### config.mk
export PLATFORM = sky130hd
export DESIGN_NAME = lvl_irq_ctrl
export DESIGN_NICKNAME = d
export VERILOG_FILES = /design/src/rtl/lvl_irq_pkg.sv /design/src/rtl/lvl_irq_cfg.sv /design/src/rtl/lvl_irq_arb.sv /design/src/rtl/lvl_irq_nest.sv /design/src/rtl/lvl_irq_ctrl.sv
export SDC_FILE = /design/constraint.sdc
export NUM_CORES = 1
export LEC_CHECK = 0
export BUFFER_PORTS_ARGS = -buffer_cell sky130_fd_sc_hd__buf_2
export CAP_MARGIN = 20
export CORE_MARGIN = 2
export CORE_UTILIZATION = 45
export CTS_CLUSTER_DIAMETER = 60
export CTS_CLUSTER_SIZE = 12
export DETAILED_ROUTE_END_ITERATION = 10
export GPL_TIMING_DRIVEN = 0
export MAX_ROUTING_LAYER = met4
export PLACE_DENSITY = 0.72
export SYNTH_ARGS = -nofsm -noshare
export SYNTH_HDL_FRONTEND = slang
export SYNTH_HIERARCHICAL = 1
export SYNTH_SLANG_ARGS = --single-unit
### constraint.sdc
create_clock -name clk -period 7.35 [get_ports clk]
set_input_delay 1.8375 -clock clk [delete_from_list [all_inputs] [get_ports clk]]
set_output_delay 1.8375 -clock clk [all_outputs]
set_load 0.1 [all_outputs]
### src/rtl/lvl_irq_pkg.sv
package lvl_irq_pkg;
   localparam int LVL_N = 4;
   localparam int LVL_W = 2;

   typedef logic [LVL_W-1:0] lvl_t;

   typedef enum logic [1:0] {
      SEL_LVL = 2'd0,
      SEL_VEC = 2'd1,
      SEL_CTL = 2'd2,
      SEL_RSV = 2'd3
   } wsel_e;
endpackage

### src/rtl/lvl_irq_cfg.sv
module lvl_irq_cfg
   import lvl_irq_pkg::*;
#(
   parameter int NUM_SRC = 8,
   parameter int VEC_W   = 16,
   parameter int IDX_W   = 3
) (
   input  logic                          clk,
   input  logic                          rst_n,
   input  logic                          wr_en,
   input  logic [1:0]                    wr_sel,
   input  logic [IDX_W-1:0]              wr_idx,
   input  logic [VEC_W-1:0]              wr_data,
   output lvl_t [NUM_SRC-1:0]            lvl_tab,
   output logic [NUM_SRC-1:0][VEC_W-1:0] vec_tab,
   output logic                          glb_en,
   output logic [LVL_N-1:0]              lvl_en
);
   wsel_e sel;
   logic  idx_ok;

   assign sel    = wsel_e'(wr_sel);
   assign idx_ok = (int'(wr_idx) < NUM_SRC);

   // per-line level and vector storage
   for (genvar i = 0; i < NUM_SRC; i++) begin : g_line
      logic hit;
      assign hit = wr_en && idx_ok && (wr_idx == IDX_W'(i));

      always_ff @(posedge clk) begin
         if (!rst_n) begin
            lvl_tab[i] <= '0;
            vec_tab[i] <= '0;
         end else begin
            if (hit && sel == SEL_LVL) lvl_tab[i] <= wr_data[LVL_W-1:0];
            if (hit && sel == SEL_VEC) vec_tab[i] <= wr_data;
         end
      end
   end

   // control register: global enable and per-level enables
   always_ff @(posedge clk) begin
      if (!rst_n) begin
         glb_en <= 1'b0;
         lvl_en <= '1;
      end else if (wr_en && sel == SEL_CTL) begin
         glb_en <= wr_data[0];
         lvl_en <= wr_data[LVL_N:1];
      end
   end


   rsv_write_chk: assert property (@(posedge clk) disable iff (!rst_n)
      (wr_en && sel == SEL_RSV) |=> ($stable(lvl_tab) && $stable(vec_tab)
                                    && $stable(glb_en) && $stable(lvl_en)));
endmodule

### src/rtl/lvl_irq_arb.sv
module lvl_irq_arb
   import lvl_irq_pkg::*;
#(
   parameter int NUM_SRC = 8,
   parameter int VEC_W   = 16,
   parameter int IDX_W   = 3
) (
   input  logic                          clk,
   input  logic                          rst_n,
   input  logic [NUM_SRC-1:0]            pend,
   input  lvl_t [NUM_SRC-1:0]            lvl_tab,
   input  logic [NUM_SRC-1:0][VEC_W-1:0] vec_tab,
   input  logic                          glb_en,
   input  logic [LVL_N-1:0]              lvl_en,
   input  logic                          act_any,
   input  lvl_t                          act_top,
   output logic                          req_valid,
   output logic [IDX_W-1:0]              req_src,
   output lvl_t                          req_lvl,
   output logic [VEC_W-1:0]              req_vec
);
   logic [NUM_SRC-1:0]          gated;
   logic [LVL_N-1:0]            lvl_any;
   logic [LVL_N-1:0][IDX_W-1:0] lvl_idx;
   logic                        best_any;
   lvl_t                        best_lvl;
   logic [IDX_W-1:0]            best_idx;

   // gating before arbitration
   for (genvar i = 0; i < NUM_SRC; i++) begin : g_gate
      assign gated[i] = pend[i] && glb_en && lvl_en[lvl_tab[i]];
   end

   // one lowest-index finder per level, all in parallel
   for (genvar l = 0; l < LVL_N; l++) begin : g_lvl
      logic [NUM_SRC-1:0] hit;
      for (genvar i = 0; i < NUM_SRC; i++) begin : g_hit
         assign hit[i] = gated[i] && (lvl_tab[i] == lvl_t'(l));
      end
      always_comb begin
         lvl_idx[l] = '0;
         for (int i = NUM_SRC - 1; i >= 0; i--) begin
            if (hit[i]) lvl_idx[l] = IDX_W'(i);
         end
      end
      assign lvl_any[l] = |hit;
   end

   // highest non-empty level wins
   always_comb begin
      best_any = 1'b0;
      best_lvl = '0;
      best_idx = '0;
      for (int l = 0; l < LVL_N; l++) begin
         if (lvl_any[l]) begin
            best_any = 1'b1;
            best_lvl = lvl_t'(l);
            best_idx = lvl_idx[l];
         end
      end
   end

   assign req_valid = best_any && (!act_any || (best_lvl > act_top));
   assign req_src   = best_idx;
   assign req_lvl   = best_lvl;
   assign req_vec   = vec_tab[best_idx];


   offer_pending_chk: assert property (@(posedge clk) disable iff (!rst_n)
      req_valid |-> pend[req_src]);

   no_higher_waiting_chk: assert property (@(posedge clk) disable iff (!rst_n)
      req_valid |-> (lvl_tab[req_src] == req_lvl));
endmodule

### src/rtl/lvl_irq_nest.sv
module lvl_irq_nest
   import lvl_irq_pkg::*;
(
   input  logic clk,
   input  logic rst_n,
   input  logic ack_i,
   input  logic eos_i,
   input  logic req_valid,
   input  lvl_t req_lvl,
   output logic act_any,
   output lvl_t act_top
);
   // in-service levels grow strictly, so a bit per level holds the stack
   logic [LVL_N-1:0] act_set;
   logic [LVL_N-1:0] act_nxt;
   logic             push;
   logic             pop;

   always_comb begin
      act_top = '0;
      for (int l = 0; l < LVL_N; l++) begin
         if (act_set[l]) act_top = lvl_t'(l);
      end
   end
   assign act_any = |act_set;

   assign push = ack_i && req_valid;
   assign pop  = eos_i && act_any;

   always_comb begin
      act_nxt = act_set;
      if (pop)  act_nxt[act_top] = 1'b0;
      if (push) act_nxt[req_lvl] = 1'b1;
   end

   always_ff @(posedge clk) begin
      if (!rst_n) act_set <= '0;
      else        act_set <= act_nxt;
   end


   push_lvl_chk: assert property (@(posedge clk) disable iff (!rst_n)
      (push && !eos_i) |=> (act_any && act_top == $past(req_lvl)));

   pop_one_chk: assert property (@(posedge clk) disable iff (!rst_n)
      (pop && !ack_i) |=> ($countones(act_set) == $countones($past(act_set)) - 1));

   idle_stable_chk: assert property (@(posedge clk) disable iff (!rst_n)
      (!push && !pop) |=> $stable(act_set));
endmodule

### src/rtl/lvl_irq_ctrl.sv
module lvl_irq_ctrl
   import lvl_irq_pkg::*;
#(
   parameter int NUM_SRC = 8,
   parameter int VEC_W   = 16,
   localparam int IDX_W  = (NUM_SRC > 1) ? $clog2(NUM_SRC) : 1
) (
   input  logic               clk,
   input  logic               rst_n,
   input  logic [NUM_SRC-1:0] irq_i,
   input  logic               wr_en,
   input  logic [1:0]         wr_sel,
   input  logic [IDX_W-1:0]   wr_idx,
   input  logic [VEC_W-1:0]   wr_data,
   output logic               req_valid,
   output logic [IDX_W-1:0]   req_src,
   output logic [1:0]         req_lvl,
   output logic [VEC_W-1:0]   req_vec,
   input  logic               ack_i,
   input  logic               eos_i,
   output logic               act_valid,
   output logic [1:0]         act_lvl
);
   if (NUM_SRC < 2) begin : g_bad_src
      $error("lvl_irq_ctrl: NUM_SRC must be at least 2");
   end
   if (VEC_W < LVL_N + 1) begin : g_bad_vec
      $error("lvl_irq_ctrl: VEC_W too narrow for the control word");
   end

   logic [NUM_SRC-1:0]            irq_q;
   lvl_t [NUM_SRC-1:0]            lvl_tab;
   logic [NUM_SRC-1:0][VEC_W-1:0] vec_tab;
   logic                          glb_en;
   logic [LVL_N-1:0]              lvl_en;
   logic                          act_any;
   lvl_t                          act_top;
   lvl_t                          req_lvl_w;

   // single sampling stage for the request lines
   always_ff @(posedge clk) begin
      if (!rst_n) irq_q <= '0;
      else        irq_q <= irq_i;
   end

   lvl_irq_cfg #(.NUM_SRC(NUM_SRC), .VEC_W(VEC_W), .IDX_W(IDX_W)) cfg_i (
      .clk     (clk),
      .rst_n   (rst_n),
      .wr_en   (wr_en),
      .wr_sel  (wr_sel),
      .wr_idx  (wr_idx),
      .wr_data (wr_data),
      .lvl_tab (lvl_tab),
      .vec_tab (vec_tab),
      .glb_en  (glb_en),
      .lvl_en  (lvl_en)
   );

   lvl_irq_arb #(.NUM_SRC(NUM_SRC), .VEC_W(VEC_W), .IDX_W(IDX_W)) arb_i (
      .clk       (clk),
      .rst_n     (rst_n),
      .pend      (irq_q),
      .lvl_tab   (lvl_tab),
      .vec_tab   (vec_tab),
      .glb_en    (glb_en),
      .lvl_en    (lvl_en),
      .act_any   (act_any),
      .act_top   (act_top),
      .req_valid (req_valid),
      .req_src   (req_src),
      .req_lvl   (req_lvl_w),
      .req_vec   (req_vec)
   );

   lvl_irq_nest nest_i (
      .clk       (clk),
      .rst_n     (rst_n),
      .ack_i     (ack_i),
      .eos_i     (eos_i),
      .req_valid (req_valid),
      .req_lvl   (req_lvl_w),
      .act_any   (act_any),
      .act_top   (act_top)
   );

   assign req_lvl   = req_lvl_w;
   assign act_valid = act_any;
   assign act_lvl   = act_top;


   strict_preempt_chk: assert property (@(posedge clk) disable iff (!rst_n)
      (req_valid && act_valid) |-> (req_lvl > act_lvl));

   glb_off_chk: assert property (@(posedge clk) disable iff (!rst_n)
      !glb_en |-> !req_valid);

   masked_lvl_chk: assert property (@(posedge clk) disable iff (!rst_n)
      req_valid |-> lvl_en[req_lvl]);
endmodule

* Yosys cells after proc, flatten, opt, wreduce, memory -nomap -nowiden
Cells that the tools add are included.
Widths: inputs -> output; s select.
** Cells by class
- Reduce and logical (&&, ||, !) cells :: 95
- Eq/ne operators :: 33
- Mux-type cells :: 70
- Order comparisons :: 14
- Bitwise gates (word level) :: 3
** Operator list (count)
- $mux 3 :: 36
- $logic_and 1x1->1 :: 78
- $bmux 16 s3 :: 1
- $eq 2x2->1 const B :: 17
- $reduce_or 8->1 :: 4
- $lt 2x3->1 const B :: 10
- $eq 2x1->1 const B :: 9
- $logic_not 2->1 :: 9
- $bmux 1 s2 :: 8
- $mux 1 :: 16
- $mux 16 :: 1
- $eq 3x3->1 const B :: 4
- $mux 2 :: 4
- $mux 4 :: 2
- $eq 3x2->1 const B :: 2
- $and 4x4->4 :: 1
- $demux 1 s2 :: 2
- $ge 2x1->1 const B :: 2
- $lt 3x4->1 const B :: 1
- $not 4->4 :: 1
- $or 4x4->4 :: 1
- $reduce_or 4->1 :: 1
- $eq 3x1->1 const B :: 1
- $logic_not 3->1 :: 1
- 3 further kinds :: 3
** Word-level totals
- Output and inout bits :: 25
- Word-level logic and storage cells :: 235
- Register bits :: 161

* Longest topological paths before layout
Gate-level depths: netlist of the first run.
- Depth in word-level cells :: 18
- Gate-level depth with buffers :: 15
- Gate-level depth less buffers :: 12

* Cells and area by module
The synthesis of the first run kept the hierarchy.
** By module, submodules not included
- lvl_irq_cfg :: cells each 520, instances 1, sequential area each 2982.9 µm², area an instance 5437.7 µm²
- lvl_irq_arb :: cells each 342, instances 1, sequential area each 0.0 µm², area an instance 2159.6 µm²
- lvl_irq_ctrl :: cells each 16, instances 1, sequential area each 160.2 µm², area an instance 210.2 µm²
- lvl_irq_nest :: cells each 21, instances 1, sequential area each 80.1 µm², area an instance 193.9 µm²

* Least setup slack after synthesis of the first run
No wires, ideal clock.
- Kind :: register to output
- Start point :: reg cfg_i.glb_en
- End point :: out req_vec[10]
- Buffers on the path :: 3
- Data required time :: 5.512 ns
- Stages on the path, launching flop included :: 16
- Data arrival time :: 5.465 ns
- Slack :: 0.048 ns
- Cell sequence :: dfxtp_1 -> buf_4 -> nand3_1 -> nor3b_2 -> nor3_1 -> nand2_1 -> nor2_1 -> inv_1 -> a31oi_1 -> or4_1 -> buf_2 -> inv_2 -> buf_2 -> a21o_1 -> o22ai_1 -> a211oi_1
** Between the ends
- Longest elaborated chain between the ends :: 17
- Elaborated cells between the ends (all ways) :: 90
- Those cells by class :: mux (38); reduce/logical (52)
** RTL lines
- start, declared :: RTL line lvl_irq_cfg.sv:16 : output logic glb_en,
- start signal, assigned :: RTL line lvl_irq_cfg.sv:47 : glb_en <= wr_data[0];
- $logic_and 1x1->1 (2 in a row) :: RTL line lvl_irq_arb.sv:31 : assign gated[i] = pend[i] && glb_en && lvl_en[lvl_tab[i]];
- $logic_and 1x1->1 :: RTL line lvl_irq_arb.sv:38 : assign hit[i] = gated[i] && (lvl_tab[i] == lvl_t'(l));
- $mux 3 (8 in a row) :: RTL line lvl_irq_arb.sv:43 : if (hit[i]) lvl_idx[l] = IDX_W'(i);
- $mux 3 (3 in a row) :: RTL line lvl_irq_arb.sv:55 : if (lvl_any[l]) begin
- $mux 3 (*) :: RTL line lvl_irq_arb.sv:55
- via req_src[1] :: RTL line lvl_irq_ctrl.sv:16 : output logic [IDX_W-1:0] req_src,
- $bmux 16 s3 (*) :: RTL line lvl_irq_arb.sv:66 : assign req_vec = vec_tab[best_idx];
- $mux 16 (implied by the code) (*) :: RTL line lvl_irq_arb.sv:66
- end, declared :: RTL line lvl_irq_ctrl.sv:18 : output logic [VEC_W-1:0] req_vec,
The timed path passes the listed nets; every way through them passes the cells marked *. The select of a mux whose other input is x is not followed.

* Worst setup path after layout of the first run
- Start point :: reg cfg_i.glb_en
- End point :: out req_vec[11]
** Between the ends
- Longest elaborated chain between the ends :: 17
- Elaborated cells between the ends (all ways) :: 90
- Those cells by class :: mux (38); reduce/logical (52)
** RTL lines (RTL line)
- $logic_and 1x1->1 (2 in a row) :: lvl_irq_arb.sv:31
- $logic_and 1x1->1 :: lvl_irq_arb.sv:38
- $mux 3 (8 in a row) :: lvl_irq_arb.sv:43
- $mux 3 (3 in a row) :: lvl_irq_arb.sv:55
- $mux 3 (*) :: lvl_irq_arb.sv:55
- $bmux 16 s3 (*) :: lvl_irq_arb.sv:66
- $mux 16 (implied by the code) (*) :: lvl_irq_arb.sv:66
Every way passes the cells marked *; elsewhere a longest branch is shown, timed or not. The select of a mux whose other input is x is not followed.

==> metrics.txt, run 1 <==
reg2reg setup slack=4590 ps; library cells used by synthesis=66; antenna viol nets, final=0; met2 WL=between 10 and 15 mm; CTS HTree Levels=4; RSZ-0062 raised after global routing=no; Residual DRC=0; Yosys top cell area share=40.3%; sequential fraction of the synthesis area=40.3%; IO buf count=58; top cells by area, synth=dfxtp_1 (40%), mux2i_1 (23%), nand2_1 (11%); dpl cell area=8570 µm²; Peak VDD IR=170 µV; vias=6827; DRT met1 WL=approximately 9.9 mm; Final Routed Wirelength=21.9 mm; design area=9140 µm²; setup TNS=0 ps; drt pass-1 iters=5; period utilization=83.3%; Slowest cell on crit path=buf_2; clk slew on worst S/H paths=60 ps; CP Capture Type=output port; initial drt markers=approximately 350; DR WL/cell=18.0 µm; P&R area growth vs syn=14.2%; Sink Count=between 150 and 200; NumNets Final=1012; most used cell, CP=buf_2; NetSw=0.000474 W; Worst-Skew Late Latency=430 ps; initial antenna violation count=0; die height=137 µm; Slew Viols, Final=0; Switching Share=25.2%; Req. time, crit path=5510 ps; number of CTS-inserted buffers=17; number of synthesis warnings=6; DIE WIDTH=137 µm; post-CTS sizing=0; GP Congestion=between 0.8 and 0.9; actual slew at the worst max-slew pin=a little over 800 ps; syn_area_per_cell=8.90 µm²; CTS tree=done; row count=48; All-Layer GR Usage=24.7%; setup bufs post-CTS=0; core area=17400 µm²; Clock Skew=around 6.3 ps; EDFF count, synth=0; vias in the first global route=6408; Leak=4.15 nW; global-route wire length before repair=34.1 mm; pin count of the biggest net entering global routing=17; clock network fraction of total power=45.5%; post-layout min period=approximately 6100 ps; Hold/Removal Path Class=reg2reg; crit-path cells=buf_4, nand2_2, nor3_1, nor3_1, nand2_1, nor2_1, inv_1, a31oi_1, or4_1, buf_2, inv_2, buf_2, a21o_1, o22ai_1, a211oi_1, buf_2; CP max stage delay=approximately 500 ps; Final Hold Fails=0; relative slew slack=44.2%; Comb pwr share=7.2%; status=completed; uppermost layer routed=met4; half-perimeter wire length after placement=15.5 mm; ys async rst share=0%; I/O pin total=around 60; Critical Path Source Type=flip-flop; Seq cells post-synth=161; Worst Hold Launch=cfg_i/vec_tab[94]; layout cells sized above 1=13.8%; cell count after synthesis=899; Setup CP Type=reg2out; Crit path arrival time=between 4000 and 5000 ps; Antenna Cells=0; Seq pwr share=47.2%; Initial Utilization=46.1%; routed wl met3=approximately 1.3 mm; clk buf depth=2; post-DR vias/cell=5.62; CTS root buffer=clkbuf_16; max-cap viol count=0; worst reg2reg path startpoint=cfg_i/lvl_tab[6]; Die Area=18900 µm²; top_reg_cell synth=dfxtp_1; CP max FO=10; Critical Path Start=cfg_i/glb_en; Power per Cell Area=206 nW/µm²; hold_buf cts=0; synthesized area=roughly 8000 µm²; Final Setup Violations=0; grt total ovfl=0; syn nets=~940; Int Pwr=0.00141 W; fmax=around 160 MHz; Synth area leader=dfxtp_1
-- power groups by stage --
stage                     Clock [W]  Combinational (W)  Sequential [W]
after floorplan                   0          0.0000890        0.000906
after detailed placement          0           0.000134        0.000908
after CTS                  0.000865           0.000135        0.000888
final                      0.000857           0.000136        0.000888
after global placement            0           0.000133        0.000908
after global routing       0.000904           0.000145        0.000889
-- cells in the mapped netlist, types with 3 or more instances --
master	count
buf_4	5
nand4_1	3
nand2_1	245
nor2_1	17
mux2i_1	181
nor2b_1	6
and2_1	11
inv_1	11
a32oi_1	3
buf_6	4
nand2_2	5
and3_1	3
nand3b_1	13
clkbuf_1	23
a21oi_1	11
dfxtp_1	161
o22ai_1	16
or3b_1	5
nand3_1	10
o21ai_0	4
nor3_1	35
nor3b_1	4
or3_1	3
a21o_1	34
buf_1	3
a211oi_1	16
buf_2	12
-- critical path, delay by kind of cell (launching register included) --
| kind | cells | cell delay, ps |
|---|---|---|
| compound gates | 4 | 670 |
| buf+inv | 6 | 1530 |
| flops | 1 | 330 |
| simple gates | 6 | 1320 |
-- area by class of cell --
class / count / area, µm²
multi-input cells: 675 / 4440
repair buffers: 58 / 290
inverters: 13 / 48.8
flip-flops and latches: 161 / 3220
clock buffers: 21 / 460
well taps: 225 / 282
fillers: 1625 / 8220
plain buffers: 50 / 290
clock inverters: 11 / 104
-- kinds of logic (layout without fill, tap and decap cells) --
kind of cell	after synthesis	in the layout	share of synthesized area (%)
adders and majority gates	2	2	0.313
buffers and inverters	63	153	4.24
DFF	161	161	40.3
and+or+nand+nor	380	380	22.1
AOI/OAI and AO/OA	110	110	10.1
muxes	183	183	22.9
-- routing by layer --
layer / vias up / track usage (%)
met1: 3255 / 31.1
met4: 0 / 8.93
met2: 212 / 39.4
li1: 3315 / -
met3: 45 / 4.82
met5: - / -
-- through the flow --
step                power [W]  worst slack (ps)  std cells  util, %  hold slack [ps]
floorplan            0.000995              47.5        899        -              432
global placement      0.00104              1750       1182     49.4              442
detailed placement    0.00104              1780       1182     49.4              446
CTS                   0.00189              1300       1214     52.6              456
global route          0.00194              1080       1214     52.6              473
finish                0.00188              1230       1214     52.6              457
-- sequential cells by signal, indices dropped and copies added (netlist names) --
| signal | flops |
|---|---|
| cfg_i/lvl_tab | 16 |
| cfg_i/glb_en | 1 |
| cfg_i/vec_tab | 128 |
| irq_q | 8 |
| cfg_i/lvl_en | 4 |
| nest_i/act_set | 4 |
-- final timing paths --
kind                                           to  depth (start not counted)
worst min register to register  cfg_i/vec_tab[94]                          2
worst max register to register  nest_i/act_set[0]                         12
worst max-delay path                  req_vec[11]                         16
worst min-delay path            cfg_i/vec_tab[94]                          2
-- cells in the final DEF (no fill, tap or decap), types with 3 or more instances in the layout --
cell type / instances
a21o_1: 34
a32oi_1: 3
nor2b_1: 6
inv_1: 11
clkbuf_1: 25
o21ai_0: 4
dfxtp_1: 161
o22ai_1: 16
a211oi_1: 16
buf_6: 4
inv_6: 3
nor3_1: 35
or3_1: 3
buf_4: 5
nand3b_1: 13
nand2_1: 245
buf_2: 70
nand4_1: 3
nor2_1: 17
clkbuf_16: 17
nand2_2: 5
clkinv_2: 3
nor3b_1: 4
buf_1: 3
a21oi_1: 11
and2_1: 11
nand3_1: 10
or3b_1: 5
and3_1: 3
mux2i_1: 181
No activity file was read; power rests on OpenSTA's default activity.
==> run 2, diff against run 1 <==
==> constraint.sdc (replaced) <==
create_clock -name clk -period 5.7 [get_ports clk]
set_input_delay 1.425 -clock clk [delete_from_list [all_inputs] [get_ports clk]]
set_output_delay 1.425 -clock clk [all_outputs]
set_load 0.1 [all_outputs]
==> metrics.txt, run 2 (synthesized netlist as in run 1, its figures left out) <==
RSZ-0062 raised after global routing=no; Power per Cell Area=273 nW/µm²; Clock Skew=5.15 ps; Worst-Skew Late Latency=430 ps; Final Power=between 0.002 and 0.003 W; row count=48; P&R area growth vs syn=17.0%; CP max FO=10; Top reg by flops=cfg_i/vec_tab; vias in the first global route=6675; half-perimeter wire length after placement=16.0 mm; fin cells=1214; I/O pin total=between 50 and 60; Critical Path Start=cfg_i/lvl_tab[12]; CP top delay family=compound AO/OA/AOI/OAI gates; NumNets Final=1012; Hold/Removal Path Class=reg2reg; vias=between 6000 and 7000; Final Routed Wirelength=about 23 mm; CP Capture Type=output port; commonest non-fill, non-tap cells in the layout=nand2_1 (245), mux2i_1 (181), dfxtp_1 (161); CTS root buffer=clkbuf_16; Final Hold Fails=0; layout cells sized above 1=15.6%; setup TNS=0 ps; post-layout min period=5530 ps; antenna viol nets, final=0; pin count of the biggest net entering global routing=17; Leak=4.19 nW; Placed Cells=1182; critical path buffer and inverter count=2; relative slew slack=42.6%; hold_buf cts=0; clk slew on worst S/H paths=70 ps; die height=approximately 140 µm; DIE WIDTH=roughly 140 µm; initial antenna violation count=0; max-cap viol count=0; biggest regs=cfg_i/vec_tab (128), cfg_i/lvl_tab (16), irq_q (8); Req. time, crit path=4280 ps; Peak VDD IR=218 µV; GP Congestion=0.875; setup bufs post-CTS=0; global-route wire length before repair=between 30 and 40 mm; core area=about 17000 µm²; Slew Viols, Final=0; dpl cell area=8700 µm²; fmax=181 MHz; Initial Utilization=46.1%; Crit path arrival time=4100 ps; DR WL/cell=19.0 µm; CTS HTree Levels=4; Critical Path Source Type=flip-flop; clk buf depth=2; actual slew at the worst max-slew pin=862 ps; crit-path cells=or3b_1, a21oi_1, o2111ai_1, a311oi_1, o21ai_2, a211oi_2, buf_2, a21o_1, o22ai_1, a211oi_2, buf_2; Final Setup Violations=0; Slowest cell on crit path=buf_2; Worst Hold Launch=cfg_i/vec_tab[126]; Residual DRC=0; grt total ovfl=0; initial drt markers=between 500 and 600; Setup CP Type=reg2out; Sink Count=161; drt pass-1 iters=5; worst reg2reg path startpoint=cfg_i/glb_en; period utilization=97.0%; CP max stage delay=roughly 460 ps; number of CTS-inserted buffers=17; IO buf count=58; post-CTS sizing=0; All-Layer GR Usage=between 20% and 30%; CTS tree=done; post-DR vias/cell=between 5 and 6; Antenna Cells=0; design area=9360 µm²; Die Area=18900 µm²; commonest non-fill, non-tap cell in the layout=nand2_1; max reg flops=roughly 130; final worst-path setup slack=172 ps; worst slack at placement=639 ps; status=completed
## run 2: cell types whose count changed in the layout (fill, tap and decap cells not counted), moves of 3 or more
cell	delta
buf_2	-9
a211oi_2	+6
a211oi_1	-14
inv_6	+3
clkbuf_1	-3
clkbuf_4	+8
a211oi_4	+8
## run 2: worst min-delay path, delay by kind of cell, from the launching register on
family	cells	cell delay (ps)
flip-flops	1	310
AND/OR/NAND/NOR	1	50
multiplexers	1	50
## run 2: report_power, final
part	switching [W]	internal, W
clock network	0.000507	0.000716
registers	0.00000903	0.00114
logic	0.000133	0.0000526
total	0.000649	0.00190
## run 2: area by class of cell
| cell class | count | area, µm² |
|---|---|---|
| repair buffers | 58 | 313 |
| well taps | 225 | 282 |
| fillers | 1585 | 8000 |
| flip-flops and latches | 161 | 3220 |
| plain buffers | 50 | 292 |
| inverters | 13 | 48.8 |
| clock inverters | 14 | 188 |
| multi-input cells | 675 | 4570 |
| clock buffers | 18 | 439 |
## run 2: through the flow
step	util [%]	hold slack (ps)
4_1_cts	53.8	459
6_report	53.9	458
2_1_floorplan	-	432
3_3_place_gp	50.1	442
5_1_grt	53.9	473
3_5_place_dp	50.1	447
## run 2: worst paths after layout
path,to,slack (ps),cells past startpoint
worst max-delay path,req_vec[0],170,11
worst min-delay path,cfg_i/vec_tab[126],460,2
worst max register to register,nest_i/act_set[1],2960,12
worst min register to register,cfg_i/vec_tab[126],460,2
## run 2: routing by layer
metal,global-route usage [%],wire [µm]
met2,43.5,11100
met3,5.63,1410
met4,9.62,568
met5,-,0
met1,31.1,9960
